`src/rtl/sdram_init_pkg.sv`:
```
package sdram_init_pkg;

  // Command code on {cs_n, ras_n, cas_n, we_n}
  typedef enum logic [3:0] {
    CMD_LOAD = 4'b0000,
    CMD_AREF = 4'b0001,
    CMD_PALL = 4'b0010,
    CMD_NOP  = 4'b0111,
    CMD_INH  = 4'b1111
  } sdram_cmd_e;

  typedef enum logic [3:0] {
    ST_INHIBIT,
    ST_PWR_WAIT,
    ST_PALL,
    ST_GAP_RP,
    ST_AREF,
    ST_GAP_RFC,
    ST_LOAD_MAIN,
    ST_GAP_MAIN,
    ST_LOAD_EXT,
    ST_GAP_EXT,
    ST_READY
  } init_state_e;

  function automatic int unsigned max_of(input int unsigned a, input int unsigned b);
    return (a > b) ? a : b;
  endfunction

endpackage

```
`src/rtl/sdram_wait_timer.sv`:
```
module sdram_wait_timer #(
  parameter int unsigned CNT_W = 8
) (
  input  logic             clk,
  input  logic             rst,
  input  logic             load,
  input  logic [CNT_W-1:0] load_val,
  output logic             expired
);

  logic [CNT_W-1:0] remain;

  always_ff @(posedge clk) begin
    if (rst) begin
      remain <= '0;
    end else if (load) begin
      remain <= load_val;
    end else if (remain != '0) begin
      remain <= remain - 1'b1;
    end
  end

  assign expired = (remain == '0);

endmodule

```
`src/rtl/sdram_mode_word.sv`:
```
module sdram_mode_word #(
  parameter int unsigned ADDR_W = 12
) (
  input  logic [2:0]        burst_len,
  input  logic              burst_type,
  input  logic [2:0]        cas_lat,
  input  logic              write_burst,
  output logic [ADDR_W-1:0] word
);

  localparam int unsigned WB_BIT = 9;

  always_comb begin
    word        = '0;
    word[2:0]   = burst_len;
    word[3]     = burst_type;
    word[6:4]   = cas_lat;
    word[8:7]   = 2'b00;
    word[WB_BIT] = write_burst;
  end

endmodule

```
`src/rtl/sdram_cmd_out.sv`:
```
module sdram_cmd_out
  import sdram_init_pkg::*;
#(
  parameter int unsigned ADDR_W = 12,
  parameter int unsigned BA_W   = 2
) (
  input  logic              clk,
  input  logic              rst,
  input  sdram_cmd_e        cmd_in,
  input  logic [ADDR_W-1:0] addr_in,
  input  logic [BA_W-1:0]   ba_in,
  input  logic              done_in,
  output logic              cs_n,
  output logic              ras_n,
  output logic              cas_n,
  output logic              we_n,
  output logic [ADDR_W-1:0] addr,
  output logic [BA_W-1:0]   ba,
  output logic              init_done
);

  always_ff @(posedge clk) begin
    if (rst) begin
      {cs_n, ras_n, cas_n, we_n} <= CMD_INH;
      addr      <= '0;
      ba        <= '0;
      init_done <= 1'b0;
    end else begin
      {cs_n, ras_n, cas_n, we_n} <= cmd_in;
      addr      <= addr_in;
      ba        <= ba_in;
      init_done <= done_in;
    end
  end

endmodule

```
`src/rtl/sdram_pwrup_seq.sv`:
```
module sdram_pwrup_seq
  import sdram_init_pkg::*;
#(
  parameter int unsigned CLK_MHZ   = 125,
  parameter int unsigned WAIT_US   = 100,
  parameter int unsigned T_RP      = 3,
  parameter int unsigned T_RFC     = 10,
  parameter int unsigned T_MRD     = 2,
  parameter int unsigned REF_COUNT = 2,
  parameter int unsigned ADDR_W    = 12,
  parameter int unsigned BA_W      = 2
) (
  input  logic              clk,
  input  logic              rst,
  input  logic              clk_stable,
  input  logic [2:0]        cfg_burst_len,
  input  logic              cfg_burst_type,
  input  logic [2:0]        cfg_cas_lat,
  input  logic              cfg_write_burst,
  input  logic [ADDR_W-1:0] cfg_ext_word,
  output logic              cs_n,
  output logic              ras_n,
  output logic              cas_n,
  output logic              we_n,
  output logic [ADDR_W-1:0] addr,
  output logic [BA_W-1:0]   ba,
  output logic              init_done
);

  localparam int unsigned WAIT_CYC  = CLK_MHZ * WAIT_US;
  localparam int unsigned MAX_CYC   = max_of(max_of(WAIT_CYC, T_RP), max_of(T_RFC, T_MRD));
  localparam int unsigned CNT_W     = $clog2(MAX_CYC + 1);
  localparam int unsigned REF_W     = (REF_COUNT > 1) ? $clog2(REF_COUNT) : 1;
  localparam int unsigned PALL_BIT  = 10;
  localparam logic [CNT_W-1:0] LD_WAIT = CNT_W'(WAIT_CYC - 1);
  localparam logic [CNT_W-1:0] LD_RP   = CNT_W'(T_RP - 1);
  localparam logic [CNT_W-1:0] LD_RFC  = CNT_W'(T_RFC - 1);
  localparam logic [CNT_W-1:0] LD_MRD  = CNT_W'(T_MRD - 1);
  localparam logic [REF_W-1:0] REF_LAST = REF_W'(REF_COUNT - 1);
  localparam logic [BA_W-1:0]  BA_EXT   = BA_W'(2'b10);

  init_state_e       state_q, state_d;
  logic [REF_W-1:0]  ref_q, ref_d;
  logic              tmr_load;
  logic [CNT_W-1:0]  tmr_val;
  logic              tmr_expired;
  logic [ADDR_W-1:0] main_word;

  sdram_cmd_e        cmd_d;
  logic [ADDR_W-1:0] addr_d;
  logic [BA_W-1:0]   ba_d;

  sdram_wait_timer #(.CNT_W(CNT_W)) u_timer (
    .clk      (clk),
    .rst      (rst),
    .load     (tmr_load),
    .load_val (tmr_val),
    .expired  (tmr_expired)
  );

  sdram_mode_word #(.ADDR_W(ADDR_W)) u_mode (
    .burst_len   (cfg_burst_len),
    .burst_type  (cfg_burst_type),
    .cas_lat     (cfg_cas_lat),
    .write_burst (cfg_write_burst),
    .word        (main_word)
  );

  // Next-state and timer-load logic
  always_comb begin
    state_d  = state_q;
    ref_d    = ref_q;
    tmr_load = 1'b0;
    tmr_val  = '0;
    unique case (state_q)
      ST_INHIBIT: begin
        if (clk_stable) begin
          state_d  = ST_PWR_WAIT;
          tmr_load = 1'b1;
          tmr_val  = LD_WAIT;
        end
      end
      ST_PWR_WAIT: begin
        if (!clk_stable) begin
          state_d = ST_INHIBIT;
        end else if (tmr_expired) begin
          state_d = ST_PALL;
        end
      end
      ST_PALL: begin
        state_d  = ST_GAP_RP;
        tmr_load = 1'b1;
        tmr_val  = LD_RP;
      end
      ST_GAP_RP: begin
        if (tmr_expired) begin
          state_d = ST_AREF;
          ref_d   = '0;
        end
      end
      ST_AREF: begin
        state_d  = ST_GAP_RFC;
        tmr_load = 1'b1;
        tmr_val  = LD_RFC;
      end
      ST_GAP_RFC: begin
        if (tmr_expired) begin
          if (ref_q == REF_LAST) begin
            state_d = ST_LOAD_MAIN;
          end else begin
            state_d = ST_AREF;
            ref_d   = ref_q + 1'b1;
          end
        end
      end
      ST_LOAD_MAIN: begin
        state_d  = ST_GAP_MAIN;
        tmr_load = 1'b1;
        tmr_val  = LD_MRD;
      end
      ST_GAP_MAIN: begin
        if (tmr_expired) state_d = ST_LOAD_EXT;
      end
      ST_LOAD_EXT: begin
        state_d  = ST_GAP_EXT;
        tmr_load = 1'b1;
        tmr_val  = LD_MRD;
      end
      ST_GAP_EXT: begin
        if (tmr_expired) state_d = ST_READY;
      end
      ST_READY: state_d = ST_READY;
      default:  state_d = ST_INHIBIT;
    endcase
  end

  // Command for the state being entered; registered in the output stage
  always_comb begin
    cmd_d  = CMD_NOP;
    addr_d = '0;
    ba_d   = '0;
    unique case (state_d)
      ST_INHIBIT:   cmd_d = CMD_INH;
      ST_PALL: begin
        cmd_d            = CMD_PALL;
        addr_d[PALL_BIT] = 1'b1;
      end
      ST_AREF:      cmd_d = CMD_AREF;
      ST_LOAD_MAIN: begin
        cmd_d  = CMD_LOAD;
        addr_d = main_word;
      end
      ST_LOAD_EXT: begin
        cmd_d  = CMD_LOAD;
        addr_d = cfg_ext_word;
        ba_d   = BA_EXT;
      end
      default:      cmd_d = CMD_NOP;
    endcase
  end

  always_ff @(posedge clk) begin
    if (rst) begin
      state_q <= ST_INHIBIT;
      ref_q   <= '0;
    end else begin
      state_q <= state_d;
      ref_q   <= ref_d;
    end
  end

  sdram_cmd_out #(.ADDR_W(ADDR_W), .BA_W(BA_W)) u_out (
    .clk       (clk),
    .rst       (rst),
    .cmd_in    (cmd_d),
    .addr_in   (addr_d),
    .ba_in     (ba_d),
    .done_in   (state_d == ST_READY),
    .cs_n      (cs_n),
    .ras_n     (ras_n),
    .cas_n     (cas_n),
    .we_n      (we_n),
    .addr      (addr),
    .ba        (ba),
    .init_done (init_done)
  );

endmodule

```
`config.mk`:
```
export PLATFORM = sky130hd
export DESIGN_NAME = sdram_pwrup_seq
export DESIGN_NICKNAME = d
export VERILOG_FILES = /design/src/rtl/sdram_init_pkg.sv /design/src/rtl/sdram_wait_timer.sv /design/src/rtl/sdram_mode_word.sv /design/src/rtl/sdram_cmd_out.sv /design/src/rtl/sdram_pwrup_seq.sv
export SDC_FILE = /design/constraint.sdc
export NUM_CORES = 1
export LEC_CHECK = 0
export BUFFER_PORTS_ARGS = -buffer_cell sky130_fd_sc_hd__buf_4
export CORE_ASPECT_RATIO = 0.7
export CORE_MARGIN = 3
export CORE_UTILIZATION = 53
export CTS_CLUSTER_SIZE = 28
export DETAILED_ROUTE_END_ITERATION = 8
export PLACE_DENSITY = 0.83
export SLEW_MARGIN = 30
export SYNTH_ARGS = -nofsm -noshare
export SYNTH_HDL_FRONTEND = slang
export SYNTH_SLANG_ARGS = --single-unit
```
`constraint.sdc`:
```
create_clock -name clk -period 2.1 [get_ports clk]
set_input_delay 0.105 -clock clk [delete_from_list [all_inputs] [get_ports clk]]
set_output_delay 0.105 -clock clk [all_outputs]
set_load 0.01 [all_outputs]
```
==> flow_metrics.tcl <==
set metrics [dict create \
    outcome "complete, but fails checks" \
    violations "negative setup slack" \
    core_um2 3000 \
    synth.area.mux_share_pct 0.632 \
    ys_seq_elements 37 \
    cap_viol_max_count 0 \
    max_stage_delay_ns 0.34 \
    synthSimpleGateAreaFrac_pct 25.3 \
    firstDrtPassIters 5 \
    grt_pass1_wl_um 7250 \
    holdCritPathClass "input port to flop" \
    clock_skew_ns 0.0106 \
    synth_top_area_share_pct 41.5 \
    clock-root-buffer "clkbuf_8" \
    rows 16 \
    min_from "cfg_ext_word[7]" \
    netlist_area_um2 1780 \
    fillers 193 \
    crit_slowest_cell "dfxtp_1" \
    cts_sinks 37 \
    ant_nets 0 \
    port-buffer-count 40 \
    area_growth_pct 31.8 \
    dpl.hpwl_um 3260 \
    reg2reg_slack_ns -0.02 \
    finalWorstSetupSlack_ns -0.0243 \
    grt_remaining_overflow 0 \
    drive_gt1_share_pct 36.3 \
    routed_wl_um 5500 \
    clk_latency_ns 0.30 \
    synth_top_family_by_area "simple AND/OR/NAND/NOR gates" \
    syn_inst 201 \
    required_ns 2.29 \
    avgSynthCellArea_um2 8.87 \
    yosys-top-cells-count "dfxtp_1 (37), a21oi_1 (21), nor2_1 (13), nand4_1 (12)" \
    leakagePower_nw 0.932 \
    nets 275 \
    drt_iter0_drc 253 \
    pin_count 42 \
    cp.arrival_ns 2.31 \
    place_congestion 0.845 \
    ys_top_cells_by_area "dfxtp_1 (42%), a21oi_1 (5.9%), nand4_1 (4.2%)" \
    fin_util_pct 78.3 \
    worst_hold_slack_ns 0.0366 \
    synth_edf_count 0 \
    clk_pin_slew_ns 0.07 \
    wl_per_cell_um 19.2 \
    synth_warnings 0 \
    hold_viol_final 0 \
    cts_hold_buf 0 \
    hold_end "u_out.addr[7]$_SDFF_PP0_" \
    drc 0 \
    async_flop_share_pct 0 \
    die_w_um 75.3 \
    synth_compound_area_share_pct 21.3 \
    tns_ns -0.0343 \
    antennaDiodeCount 0 \
    p_per_area_nw_per_um2 923 \
    yosysMostFrequentCell "dfxtp_1" \
    clockBufferDepth 2 \
    fin_crit_sh_pct 101 \
    cp_cell_sequence "inv_1 > ha_2 > nor4b_4 > buf_4 > nand4_1 > buf_4 > mux2_2 > o211ai_1 > a21oi_1" \
    synth.distinct_cells 56 \
    die_area_um2 4110 \
    fmax_ghz 0.471 \
    path_class "flop to flop" \
    relSlewSlack_pct 57.8 \
    dp_worst_setup_slack_ns -0.0686 \
    r2r-end "u_out.addr[3]$_SDFF_PP0_" \
    worst_setup_path_start_kind "flop" \
    path_max_fanout 6 \
    irDropWorstVdd_mv 0.667 \
    yosys.area_share.adder_pct 0.702 \
    whs_path_depth 2 \
    cpMostUsedCell "buf_4" \
    total_power_w 0.00217 \
    cts_buffers 5 \
    tritoncts "built" \
    period_minus_slack_ns 2.12 \
    setup_violations 3 \
    syn_nets 225 \
    antenna_found_initial 0 \
    track_usage_pct 23.9 \
    start_util_pct 59.4 \
    endpoint_kind "flop" \
    grt_start_max_net_pins 19 \
    synth_top_area_cell "dfxtp_1" \
    synth_ff_type "dfxtp_1" \
    yosysSeqAreaShare_pct 41.5 \
    dr_total_vias 1860 \
    drt-vias-per-instance 6.48 \
    reg2reg_depth 9 \
    tightestPinTransition_ns 0.628 \
    die_y_um 54.5 \
    timing.rr.start "u_timer.remain[1]$_SDFFE_PP0P_" \
    slew_violations 0 \
    grt_pass1_vias 1568 \
    htreeDepth 2 \
    synth_xor_area_share_pct 4.42 \
]
## metrics by stage
stage / instances / area (um^2)
CTS: 279 / 2210
global route: 287 / 2350
floorplan: 201 / 1780
global placement: 272 / 2120
finish: 287 / 2350
detailed placement: 272 / 2120
## layout make-up
class	instances	area, um^2	share of cell area, %
Sequential cell	37	742	31.6
Timing Repair Buffer	57	432	18.4
Clock buffer	7	86.3	3.67
Inverter	5	18.8	0.799
Tap cell	36	45.0	1.92
Multi-Input combinational cell	145	1030	43.7
## flip-flops by register name, indices dropped and copies added (netlist names)
name             flops
ref_q                1
state_q              4
u_out.addr          12
u_out.ba             1
u_out.cas_n          1
u_out.cs_n           1
u_out.init_done      1
u_out.ras_n          1
u_out.we_n           1
u_timer.remain      14
## how the worst max path moves through the flow
stage / end / cells past startpoint / slack [ns] / startpoint
final: u_out.addr[3]$_SDFF_PP0_ / 9 / -0.02 / u_timer.remain[1]$_SDFFE_PP0P_
after global routing: u_out.addr[3]$_SDFF_PP0_ / 9 / -0.07 / u_timer.remain[1]$_SDFFE_PP0P_
after CTS: u_out.init_done$_SDFF_PP0_ / 8 / -0.009 / u_timer.remain[0]$_SDFFE_PP0P_
after detailed placement: u_out.init_done$_SDFF_PP0_ / 8 / -0.07 / u_timer.remain[0]$_SDFFE_PP0P_
after global placement: u_out.init_done$_SDFF_PP0_ / 8 / 0.02 / u_timer.remain[0]$_SDFFE_PP0P_
after floorplan: u_out.cs_n$_SDFF_PP1_ / 8 / 0.25 / u_timer.remain[0]$_SDFFE_PP0P_
## cell families after synthesis
kind of cell,after synthesis
other cells,1
flops,37
mux,1
xor+xnor,9
buf+inv,20
simple gates,76
fa+ha+maj,1
compound gates,56
## worst max-delay path, delay by kind of cell (launching register included)
kind | cells | cell delay (ns)
adders and majority gates | 1 | 0.19
muxes | 1 | 0.34
AOI/OAI and AO/OA | 2 | 0.23
buffers and inverters | 3 | 0.48
DFF | 1 | 0.34
and+or+nand+nor | 2 | 0.43
## report_power, final
group	switching, W	total (W)	leakage, nW	internal [W]
combinational	0.000430	0.000804	0.586	0.000374
sequential	0.0000805	0.000856	0.302	0.000776
clock	0.000247	0.000507	0.0443	0.000260
## routing by layer
layer	track usage (%)	wire length (um)	up-vias
li1	-	-	846
met1	33.1	2310	880
met2	35.8	2590	116
met3	6.42	475	18
met4	8.72	127	0
met5	0	0	-
## cells in the final DEF (no fill, tap or decap), drive strengths merged, types with 2 or more instances in the layout
cell	netlist	final
nor3	10	10
a21oi	22	22
mux2	1	2
dfxtp	37	37
nand3	3	3
nand2	9	9
o21ai	5	5
a31o	2	2
or2	2	2
a31oi	2	2
o21bai	2	2
xor2	2	2
a211oi	3	3
nor2b	3	3
inv	5	5
or3	2	2
nand4	13	13
and3	5	5
nor2	14	14
nor4b	2	2
o211ai	8	8
nor4	5	5
a311oi	2	2
o31ai	2	2
clkbuf	5	7
xnor2	7	7
buf	10	57
## timing repair
item	CTS	global route
setup endpoints to repair	2	23
gates resized for setup	4	17
cloned	0	2
pin swaps	0	5
setup buffers	0	6
Power figures use the tool's default switching activity.
